File: src/rtl/tri_timer_pkg.sv
`timescale 1ns/1ps
package tri_timer_pkg;
    localparam int ADDR_W    = 8;
    localparam int DATA_W    = 32;
    localparam int NUM_KINDS = 6;

    typedef enum logic [2:0] {
        K_CLKCFG = 3'd0,
        K_RUNCTL = 3'd1,
        K_COUNT  = 3'd2,
        K_LIMIT  = 3'd3,
        K_EVSTAT = 3'd4,
        K_EVMASK = 3'd5,
        K_NONE   = 3'd7
    } reg_kind_e;

    localparam logic [ADDR_W-1:0] BASE_CLKCFG = 8'h00;
    localparam logic [ADDR_W-1:0] BASE_RUNCTL = 8'h0C;
    localparam logic [ADDR_W-1:0] BASE_COUNT  = 8'h18;
    localparam logic [ADDR_W-1:0] BASE_LIMIT  = 8'h24;
    localparam logic [ADDR_W-1:0] BASE_EVSTAT = 8'h54;
    localparam logic [ADDR_W-1:0] BASE_EVMASK = 8'h60;

    // clock config fields
    localparam int CFG_PRE_EN  = 0;
    localparam int CFG_EXP_LSB = 1;
    localparam int EXP_W       = 4;
    localparam int CFG_ALT_SRC = 5;
    localparam int CFG_W       = 6;
    // run control fields
    localparam int CTL_STOP    = 0;
    localparam int CTL_IVL     = 1;
    localparam int CTL_ZERO    = 4;
    // event status / enable fields
    localparam int EV_IVL      = 0;
    localparam int EV_OVF      = 4;

    function automatic logic [ADDR_W-1:0] kind_base(int unsigned idx);
        case (idx)
            0:       return BASE_CLKCFG;
            1:       return BASE_RUNCTL;
            2:       return BASE_COUNT;
            3:       return BASE_LIMIT;
            4:       return BASE_EVSTAT;
            5:       return BASE_EVMASK;
            default: return 8'hFF;
        endcase
    endfunction

    function automatic logic [ADDR_W-1:0] reg_addr(logic [ADDR_W-1:0] base, int unsigned ch);
        return base + ADDR_W'(4 * ch);
    endfunction
endpackage

File: src/rtl/tt_addr_decode.sv
`timescale 1ns/1ps
module tt_addr_decode import tri_timer_pkg::*; #(
    parameter int NCH = 3
) (
    input  logic [ADDR_W-1:0] addr,
    output reg_kind_e         kind,
    output logic [NCH-1:0]    ch_hit
);
    always_comb begin
        kind   = K_NONE;
        ch_hit = '0;
        for (int unsigned b = 0; b < NUM_KINDS; b++) begin
            for (int unsigned c = 0; c < NCH; c++) begin
                if (addr == reg_addr(kind_base(b), c)) begin
                    kind      = reg_kind_e'(3'(b));
                    ch_hit[c] = 1'b1;
                end
            end
        end
    end
endmodule

File: src/rtl/tt_prescale.sv
`timescale 1ns/1ps
module tt_prescale import tri_timer_pkg::*; #(
    parameter int EXPW = EXP_W
) (
    input  logic            clk,
    input  logic            rst_n,
    input  logic            ext_tick,
    input  logic            alt_src,
    input  logic            pre_en,
    input  logic [EXPW-1:0] exp_sel,
    input  logic            run,
    input  logic            clear,
    output logic            step
);
    localparam int PHW = 1 << EXPW;

    typedef struct packed {
        logic [PHW-1:0] phase;
    } ps_state_t;

    ps_state_t      d, q;
    logic           tick;
    logic [PHW-1:0] span;
    logic           terminal;

    always_comb begin
        d        = q;
        tick     = alt_src ? ext_tick : 1'b1;
        // low N+1 bits set: divide by 2^(N+1)
        span     = ~({PHW{1'b1}} << ({1'b0, exp_sel} + 1'b1));
        terminal = (q.phase & span) == span;
        step     = run && tick && (!pre_en || terminal);
        if (clear) begin
            d.phase = '0;
        end else if (run && tick && pre_en) begin
            d.phase = terminal ? '0 : q.phase + PHW'(1);
        end
    end

    always_ff @(posedge clk or negedge rst_n) begin
        if (!rst_n) q <= '0;
        else        q <= d;
    end
endmodule

File: src/rtl/tt_channel.sv
`timescale 1ns/1ps
module tt_channel import tri_timer_pkg::*; #(
    parameter int CW = 16
) (
    input  logic              clk,
    input  logic              rst_n,
    input  logic              sel,
    input  reg_kind_e         kind,
    input  logic              we,
    input  logic              re,
    input  logic [DATA_W-1:0] wdata,
    input  logic              ext_tick,
    output logic [DATA_W-1:0] rd_val,
    output logic [CW-1:0]     cnt_o,
    output logic [1:0]        ctl_o,
    output logic [1:0]        ev_o,
    output logic [1:0]        mask_o,
    output logic              irq
);
    typedef struct packed {
        logic [CFG_W-1:0] cfg;
        logic             stop;
        logic             ivl_mode;
        logic [CW-1:0]    cnt;
        logic [CW-1:0]    lim;
        logic             ev_ivl;
        logic             ev_ovf;
        logic             en_ivl;
        logic             en_ovf;
    } ch_state_t;

    ch_state_t d, q;
    logic wr, zero_req, ps_clear, step;
    logic rd_clear, hit_lim, at_top, new_ivl, new_ovf;
    logic unused_wdata;

    assign unused_wdata = ^wdata;
    assign wr       = we && sel;
    assign zero_req = wr && (kind == K_RUNCTL) && wdata[CTL_ZERO];
    assign ps_clear = zero_req || (wr && (kind == K_CLKCFG));

    tt_prescale #(.EXPW(EXP_W)) u_pre (
        .clk      (clk),
        .rst_n    (rst_n),
        .ext_tick (ext_tick),
        .alt_src  (q.cfg[CFG_ALT_SRC]),
        .pre_en   (q.cfg[CFG_PRE_EN]),
        .exp_sel  (q.cfg[CFG_EXP_LSB +: EXP_W]),
        .run      (!q.stop),
        .clear    (ps_clear),
        .step     (step)
    );

    always_comb begin
        d        = q;
        new_ivl  = 1'b0;
        new_ovf  = 1'b0;
        hit_lim  = q.ivl_mode && (q.cnt == q.lim);
        at_top   = &q.cnt;
        rd_clear = re && sel && (kind == K_EVSTAT);

        if (step) begin
            if (hit_lim) begin
                d.cnt   = '0;
                new_ivl = 1'b1;
            end else begin
                d.cnt   = q.cnt + CW'(1);
                new_ovf = at_top;
            end
        end

        if (wr) begin
            case (kind)
                K_CLKCFG: d.cfg = wdata[CFG_W-1:0];
                K_RUNCTL: begin
                    d.stop     = wdata[CTL_STOP];
                    d.ivl_mode = wdata[CTL_IVL];
                    if (wdata[CTL_ZERO]) d.cnt = '0;
                end
                K_LIMIT:  d.lim = wdata[CW-1:0];
                K_EVMASK: begin
                    d.en_ivl = wdata[EV_IVL];
                    d.en_ovf = wdata[EV_OVF];
                end
                default: ;
            endcase
        end

        // a fresh event wins over a clearing read on the same edge
        d.ev_ivl = (q.ev_ivl && !rd_clear) || new_ivl;
        d.ev_ovf = (q.ev_ovf && !rd_clear) || new_ovf;

        rd_val = '0;
        case (kind)
            K_CLKCFG: rd_val = DATA_W'(q.cfg);
            K_RUNCTL: rd_val = DATA_W'({q.ivl_mode, q.stop});
            K_COUNT:  rd_val = DATA_W'(q.cnt);
            K_LIMIT:  rd_val = DATA_W'(q.lim);
            K_EVSTAT: begin
                rd_val[EV_IVL] = q.ev_ivl;
                rd_val[EV_OVF] = q.ev_ovf;
            end
            K_EVMASK: begin
                rd_val[EV_IVL] = q.en_ivl;
                rd_val[EV_OVF] = q.en_ovf;
            end
            default: rd_val = '0;
        endcase
    end

    always_ff @(posedge clk or negedge rst_n) begin
        if (!rst_n) begin
            q      <= '0;
            q.stop <= 1'b1;
        end else begin
            q <= d;
        end
    end

    assign cnt_o  = q.cnt;
    assign ctl_o  = {q.ivl_mode, q.stop};
    assign ev_o   = {q.ev_ovf, q.ev_ivl};
    assign mask_o = {q.en_ovf, q.en_ivl};
    assign irq    = (q.ev_ivl && q.en_ivl) || (q.ev_ovf && q.en_ovf);
endmodule

File: src/rtl/tri_timer.sv
`timescale 1ns/1ps
module tri_timer import tri_timer_pkg::*; #(
    parameter int NCH = 3,
    parameter int CW  = 16
) (
    input  logic              clk,
    input  logic              rst_n,
    input  logic [NCH-1:0]    ext_tick,
    input  logic [ADDR_W-1:0] bus_addr,
    input  logic              bus_we,
    input  logic              bus_re,
    input  logic [DATA_W-1:0] bus_wdata,
    output logic [DATA_W-1:0] bus_rdata,
    output logic [NCH-1:0]    irq
);
    typedef struct packed {
        logic [DATA_W-1:0] rdata;
    } top_state_t;

    reg_kind_e                    kind;
    logic [NCH-1:0]               hit;
    logic [NCH-1:0][DATA_W-1:0]   rd_val;
    logic [NCH-1:0][CW-1:0]       cnt_all;
    logic [NCH-1:0][1:0]          ctl_all;
    logic [NCH-1:0][1:0]          ev_all;
    logic [NCH-1:0][1:0]          mask_all;
    logic [DATA_W-1:0]            rd_mux;
    top_state_t                   d, q;

    tt_addr_decode #(.NCH(NCH)) u_dec (
        .addr   (bus_addr),
        .kind   (kind),
        .ch_hit (hit)
    );

    for (genvar g = 0; g < NCH; g++) begin : g_ch
        tt_channel #(.CW(CW)) u_ch (
            .clk      (clk),
            .rst_n    (rst_n),
            .sel      (hit[g]),
            .kind     (kind),
            .we       (bus_we),
            .re       (bus_re),
            .wdata    (bus_wdata),
            .ext_tick (ext_tick[g]),
            .rd_val   (rd_val[g]),
            .cnt_o    (cnt_all[g]),
            .ctl_o    (ctl_all[g]),
            .ev_o     (ev_all[g]),
            .mask_o   (mask_all[g]),
            .irq      (irq[g])
        );
    end

    always_comb begin
        rd_mux = '0;
        for (int c = 0; c < NCH; c++) begin
            if (hit[c]) rd_mux = rd_mux | rd_val[c];
        end
        d = q;
        if (bus_re) d.rdata = rd_mux;
    end

    always_ff @(posedge clk or negedge rst_n) begin
        if (!rst_n) q <= '0;
        else        q <= d;
    end

    assign bus_rdata = q.rdata;
endmodule

File: config.mk
export PLATFORM = sky130hd
export DESIGN_NAME = tri_timer
export DESIGN_NICKNAME = d
export VERILOG_FILES = /design/src/rtl/tri_timer_pkg.sv /design/src/rtl/tt_addr_decode.sv /design/src/rtl/tt_prescale.sv /design/src/rtl/tt_channel.sv /design/src/rtl/tri_timer.sv
export SDC_FILE = /design/constraint.sdc
export NUM_CORES = 1
export LEC_CHECK = 0
export ABC_AREA = 0
export BUFFER_PORTS_ARGS = -buffer_cell sky130_fd_sc_hd__buf_2
export CAP_MARGIN = 5
export CORE_MARGIN = 8
export CORE_UTILIZATION = 44
export CTS_CLUSTER_DIAMETER = 100
export CTS_CLUSTER_SIZE = 20
export DETAILED_ROUTE_END_ITERATION = 10
export PLACE_DENSITY = 0.68
export SLEW_MARGIN = 15
export SYNTH_ARGS = -nofsm -noshare
export SYNTH_HDL_FRONTEND = slang
export SYNTH_SLANG_ARGS = --single-unit
File: constraint.sdc
create_clock -name clk -period 5.7 [get_ports clk]
set_input_delay 0.57 -clock clk [delete_from_list [all_inputs] [get_ports clk]]
set_output_delay 0.57 -clock clk [all_outputs]
set_load 0.01 [all_outputs]
After elaboration in Yosys (flattened, before gate mapping)
Index checks and enable logic that the tools add are counted. W data, S select, Z words.

$add $sub $neg: 9. Equal/unequal tests: 28. Shift operators: 3. Mux-type cells: 93. Bitwise logic cells: 8. Reduce and logical (&&, ||, !) cells: 86.

Operators with widths (number): $mux W16 (24); $mux W32 (6); $pmux W11 S3 (3); $add A16 B1 Y16 const B (6); $eq A16 B16 Y1 (6); $or A32 B32 Y32 (2); $mux W3 (18); $and A16 B16 Y16 (3); $eq A8 B7 Y1 const B (6); $not A16 Y16 (3); $reduce_and A16 Y1 (3); $shl A16 B5 Y16 const A (3); $logic_and A1 B1 Y1 (42); $pmux W3 S4 (3); $mux W1 (33); $eq A8 B5 Y1 const B (4); $eq A8 B6 Y1 const B (4); $reduce_and A2 Y1 (12); $pmux W1 S6 (3); $eq A8 B4 Y1 const B (2); $add A4 B1 Y5 const B (3); $logic_or A1 B1 Y1 (15); $pmux W1 S5 (3); $logic_not A1 Y1 (9); 7 further kinds (11).

Register bits after elaboration: 212. Input bits: 47. Output and inout port bits: 35. Word-level logic and storage cells: 258.

Logic depth before layout (Yosys ltp)
Word-level depth: 26. Mapped depth: 11. Depth with buffers taken out: 10.

Modules after synthesis
From an unflattened synthesis, not the netlist that was laid out.

Cell total of the unflattened synthesis: 1476. Area, all modules: 14177.3 µm².

Modules (own cells, without submodules): tt_channel (times used 3, cells an instance 272, area each 2802.7 µm², sequential area each 1102.3 µm²); tt_prescale (times used 3, cells an instance 158, area each 1321.3 µm², sequential area each 400.4 µm²); tri_timer (times used 1, cells an instance 144, area each 1515.2 µm², sequential area each 800.8 µm²); tt_addr_decode (times used 1, cells an instance 42, area each 290.3 µm², sequential area each 0.0 µm²).

Worst setup path after synthesis
OpenSTA, ideal clock, no wires.

Path kind: flip-flop to flip-flop. Start point: register g_ch[1].u_ch.q[39] (netlist bit). End point: register g_ch[1].u_ch.q (netlist bit g_ch[1].u_ch.cnt_o[11]). Library setup time: 0.073 ns. Arrival: 2.842 ns. Data required time: 5.627 ns. Slack: 2.785 ns. Stages on the path, launching flop included: 11. Path buffers: 1. Clock period less this slack: 2.915 ns. Cell sequence: dfrtp_1 ha_1 ha_1 a21bo_2 a31oi_1 o22ai_1 o2111ai_1 o41a_4 buf_6 or4_4 a21oi_2.

RTL lines: start, declared (line tt_channel.sv:32) `ch_state_t d, q;`.

==> flow_metrics.py <==
metrics = {
    "power_and_ir_drop": {
        "p_comb_frac": 0.135,
        "p_leak_uw": 0.00537,
        "seqPwrFrac": 0.474,
        "p_clk_frac": 0.392,
        "ir_drop_mv": 0.192,
        "power.internal_uw": 2430,
        "swShare": 0.296,
        "switching_power_uw": 1020,
        "power_density_nw_per_um2": 277,
    },
    "sta": {
        "fin_ws_ps": 1770,
        "report.final.slew_viol_count": 0,
        "fmax_mhz": 255,
        "relSlewSlack": 0.247,
        "whs_ps": 194,
        "hold_violations": 0,
        "finalSetupTns_ps": 0,
        "rsz0062_at_grt": "false",
        "period_needed_ps": 3930,
        "worstMarginPinSlew_ps": 1130,
        "skew_ps": 15.4,
        "setup_viol": 0,
        "post-route-period-util": 0.689,
    },
    "critical_path": {
        "max_stage_delay_ps": 900,
        "path_class": "reg2reg",
        "arrival_ps": 4210,
        "crit_path_max_fanout": 16,
        "critPathSlowestCell": "o41ai_4",
        "start_kind": "register",
        "critPathTopFamily": "compound AO/OA/AOI/OAI gates",
        "cp-end-kind": "register",
        "path_buf_inv": 1,
        "cp.required_ps": 5990,
        "cp_common_cell": "ha_1",
        "crit_chain": "ha_1 > inv_1 > ha_1 > o21ai_0 > o2bb2ai_1 > o31a_1 > o41ai_4 > nand2_1 > o22ai_2 > nor2_1",
    },
    "routing": {
        "wl_met1_mm": 13.7,
        "vias_per_cell": 6.05,
        "top_layer": "met4",
        "finalWirelength_mm": 29.8,
        "first_iter_violations": 920,
        "drc_errors": 0,
        "wl_per_cell_um": 19.6,
        "met2_length_mm": 13.6,
        "dr.pass1.iters": 6,
        "wl_met3_mm": 1.73,
        "route.vias.total": 9174,
        "antenna_left": 0,
    },
    "clocking": {
        "holdBufCountCts": 0,
        "cts.sinks": 196,
        "root_buffer": "clkbuf_16",
        "postCtsSetupBuffers": 0,
        "h-tree-depth": 4,
        "cts.repair.resized": 0,
        "cts_buffer_depth": 2,
        "cts_buffers": 17,
        "clkLatencyLatePin_ps": 440,
        "clk_pin_slew_ps": 80,
        "cts_tree": "built",
    },
    "global_route": {
        "grt_pass1_wl_mm": 48.0,
        "antenna_found_initial": 1,
        "grt_max_degree": 95,
        "overflow": 0,
        "grt_pass1_vias": 8689,
        "track_usage": 0.191,
    },
    "synthesis": {
        "yosysTopAreaCellShare": 0.424,
        "yosysTopAreaCell": "dfrtp_1",
        "yosys.area_share.simple": 0.169,
        "synth_edf_count": 0,
        "synthAdderAreaFrac": 0.0176,
        "synth_top_family_by_area": "simple AND/OR/NAND/NOR gates",
        "synth_cell_types": 77,
        "synth_compound_area_frac": 0.163,
        "synth_warnings": 0,
        "synthTopCellsByArea": "dfrtp_1, mux2_2, xnor2_1, xor2_1, nor2_1",
        "syn_area_per_cell_um2": 9.83,
        "synth_xor_area_frac": 0.0854,
        "synthMuxAreaShare": 0.0827,
        "yosysSeqAreaShare": 0.431,
        "netlist_area_um2": 11400,
        "synth_seq_cells": 196,
        "syn_inst": 1159,
        "async_flop_share": 1.00,
        "synthFlopType": "dfrtp_1",
    },
    "cells_and_area": {
        "drive_above_1_share": 0.168,
        "fin_nets": 1231,
        "area_growth_pct": 9.42,
        "post-route-util": 0.484,
        "fillers": 2368,
        "final_cell_mix": "dfrtp_1, nor2_1, mux2_2",
        "multi_input_area_um2": 5990,
        "final_common_cell": "dfrtp_1",
        "area.sequential_um2": 4910,
    },
    "floorplanning": {
        "core_um2": 25800,
        "die_height_um": 177,
        "start_util": 0.442,
        "fp.dieW_um": 177,
        "die_area_um2": 31300,
        "ios": 82,
        "row_count": 59,
    },
    "run_status": {
        "status": "complete, no violations",
    },
    "place": {
        "port_buffers": 49,
        "hpwl_mm": 20.8,
        "place_ws_ps": 1750,
        "gp_congestion": 0.890,
    },
    "worst_hold_path": {
        "hp-class": "in2async",
    },
    "run": {
        "maxCapViolations": 0,
    },
}
per-layer routing:
metal,vias to the layer above,GRT usage
met5,-,0
met4,0,0.0662
met3,51,0.0326
met2,305,0.290
met1,4572,0.270
li1,4246,-
cell families (layout without fill, tap and decap cells):
group	count (synthesis)	count (layout)
muxes	84	84
other	1	17
buffers and inverters	125	132
xor gates and xnor gates	111	111
and+or+nand+nor	371	371
adders and majority gates	16	16
DFF	196	196
AOI/OAI and AO/OA	255	255
metrics by stage:
step / power (µW) / cell area (µm²) / instances
6_report: 3450 / 12500 / 1517
5_1_grt: 3610 / 12500 / 1517
4_1_cts: 3470 / 12400 / 1516
3_5_place_dp: 2120 / 11800 / 1484
3_3_place_gp: 2100 / 11800 / 1484
2_1_floorplan: 1960 / 11400 / 1174
power by group through the flow:
stage	Clock, µW	Combinational (µW)	Sequential (µW)
5_1_grt	1430	524	1650
6_report	1350	465	1640
3_3_place_gp	0	444	1660
4_1_cts	1370	464	1630
3_5_place_dp	0	457	1660
2_1_floorplan	0	380	1580
synth_stat cells (27+ instances only):
cell type / number
dfrtp_1: 193
nor2_1: 110
mux2_2: 77
nand2_1: 63
xnor2_1: 58
xor2_1: 53
a21oi_1: 51
nand4_1: 46
inv_1: 42
nand3_1: 40
clkbuf_1: 38
o21ai_0: 28
a22oi_1: 27
cell type report:
| cell class | count | area share |
|---|---|---|
| multi-input cells | 853 | 0.481 |
| repair buffers | 58 | 0.0258 |
| diodes | 1 | 0.000201 |
| flip-flops and latches | 196 | 0.394 |
| clock inverters | 15 | 0.0190 |
| clock buffers | 17 | 0.0341 |
| inverters | 42 | 0.0127 |
| well taps | 335 | 0.0336 |
flip-flops by register name, indices dropped and copies added, names as in the netlist:
signal             flops
bus_rdata             16
g_ch.u_ch.q           66
g_ch.u_ch.mask_o       6
g_ch.u_ch.u_pre.q     48
g_ch.u_ch.ctl_o        6
g_ch.u_ch.ev_o         6
g_ch.u_ch.cnt_o       48
path summary, 6_finish.rpt:
kind                                           from                        to  slack (ps)  cells past startpoint
max                              g_ch[0].u_ch.q[40]     g_ch[0].u_ch.cnt_o[6]        1770                     10
min                                           rst_n        g_ch[2].u_ch.q[18]         190                      1
max reg2reg                      g_ch[0].u_ch.q[40]     g_ch[0].u_ch.cnt_o[6]        1770                     10
min reg2reg                g_ch[2].u_ch.u_pre.q[15]  g_ch[2].u_ch.u_pre.q[15]         520                      2
max in group asynchronous                     rst_n         g_ch[1].u_ch.q[5]        4290                      2
min in group clk                      bus_wdata[13]        g_ch[2].u_ch.q[17]         400                      2
No activity file was read; power rests on OpenSTA's default activity.
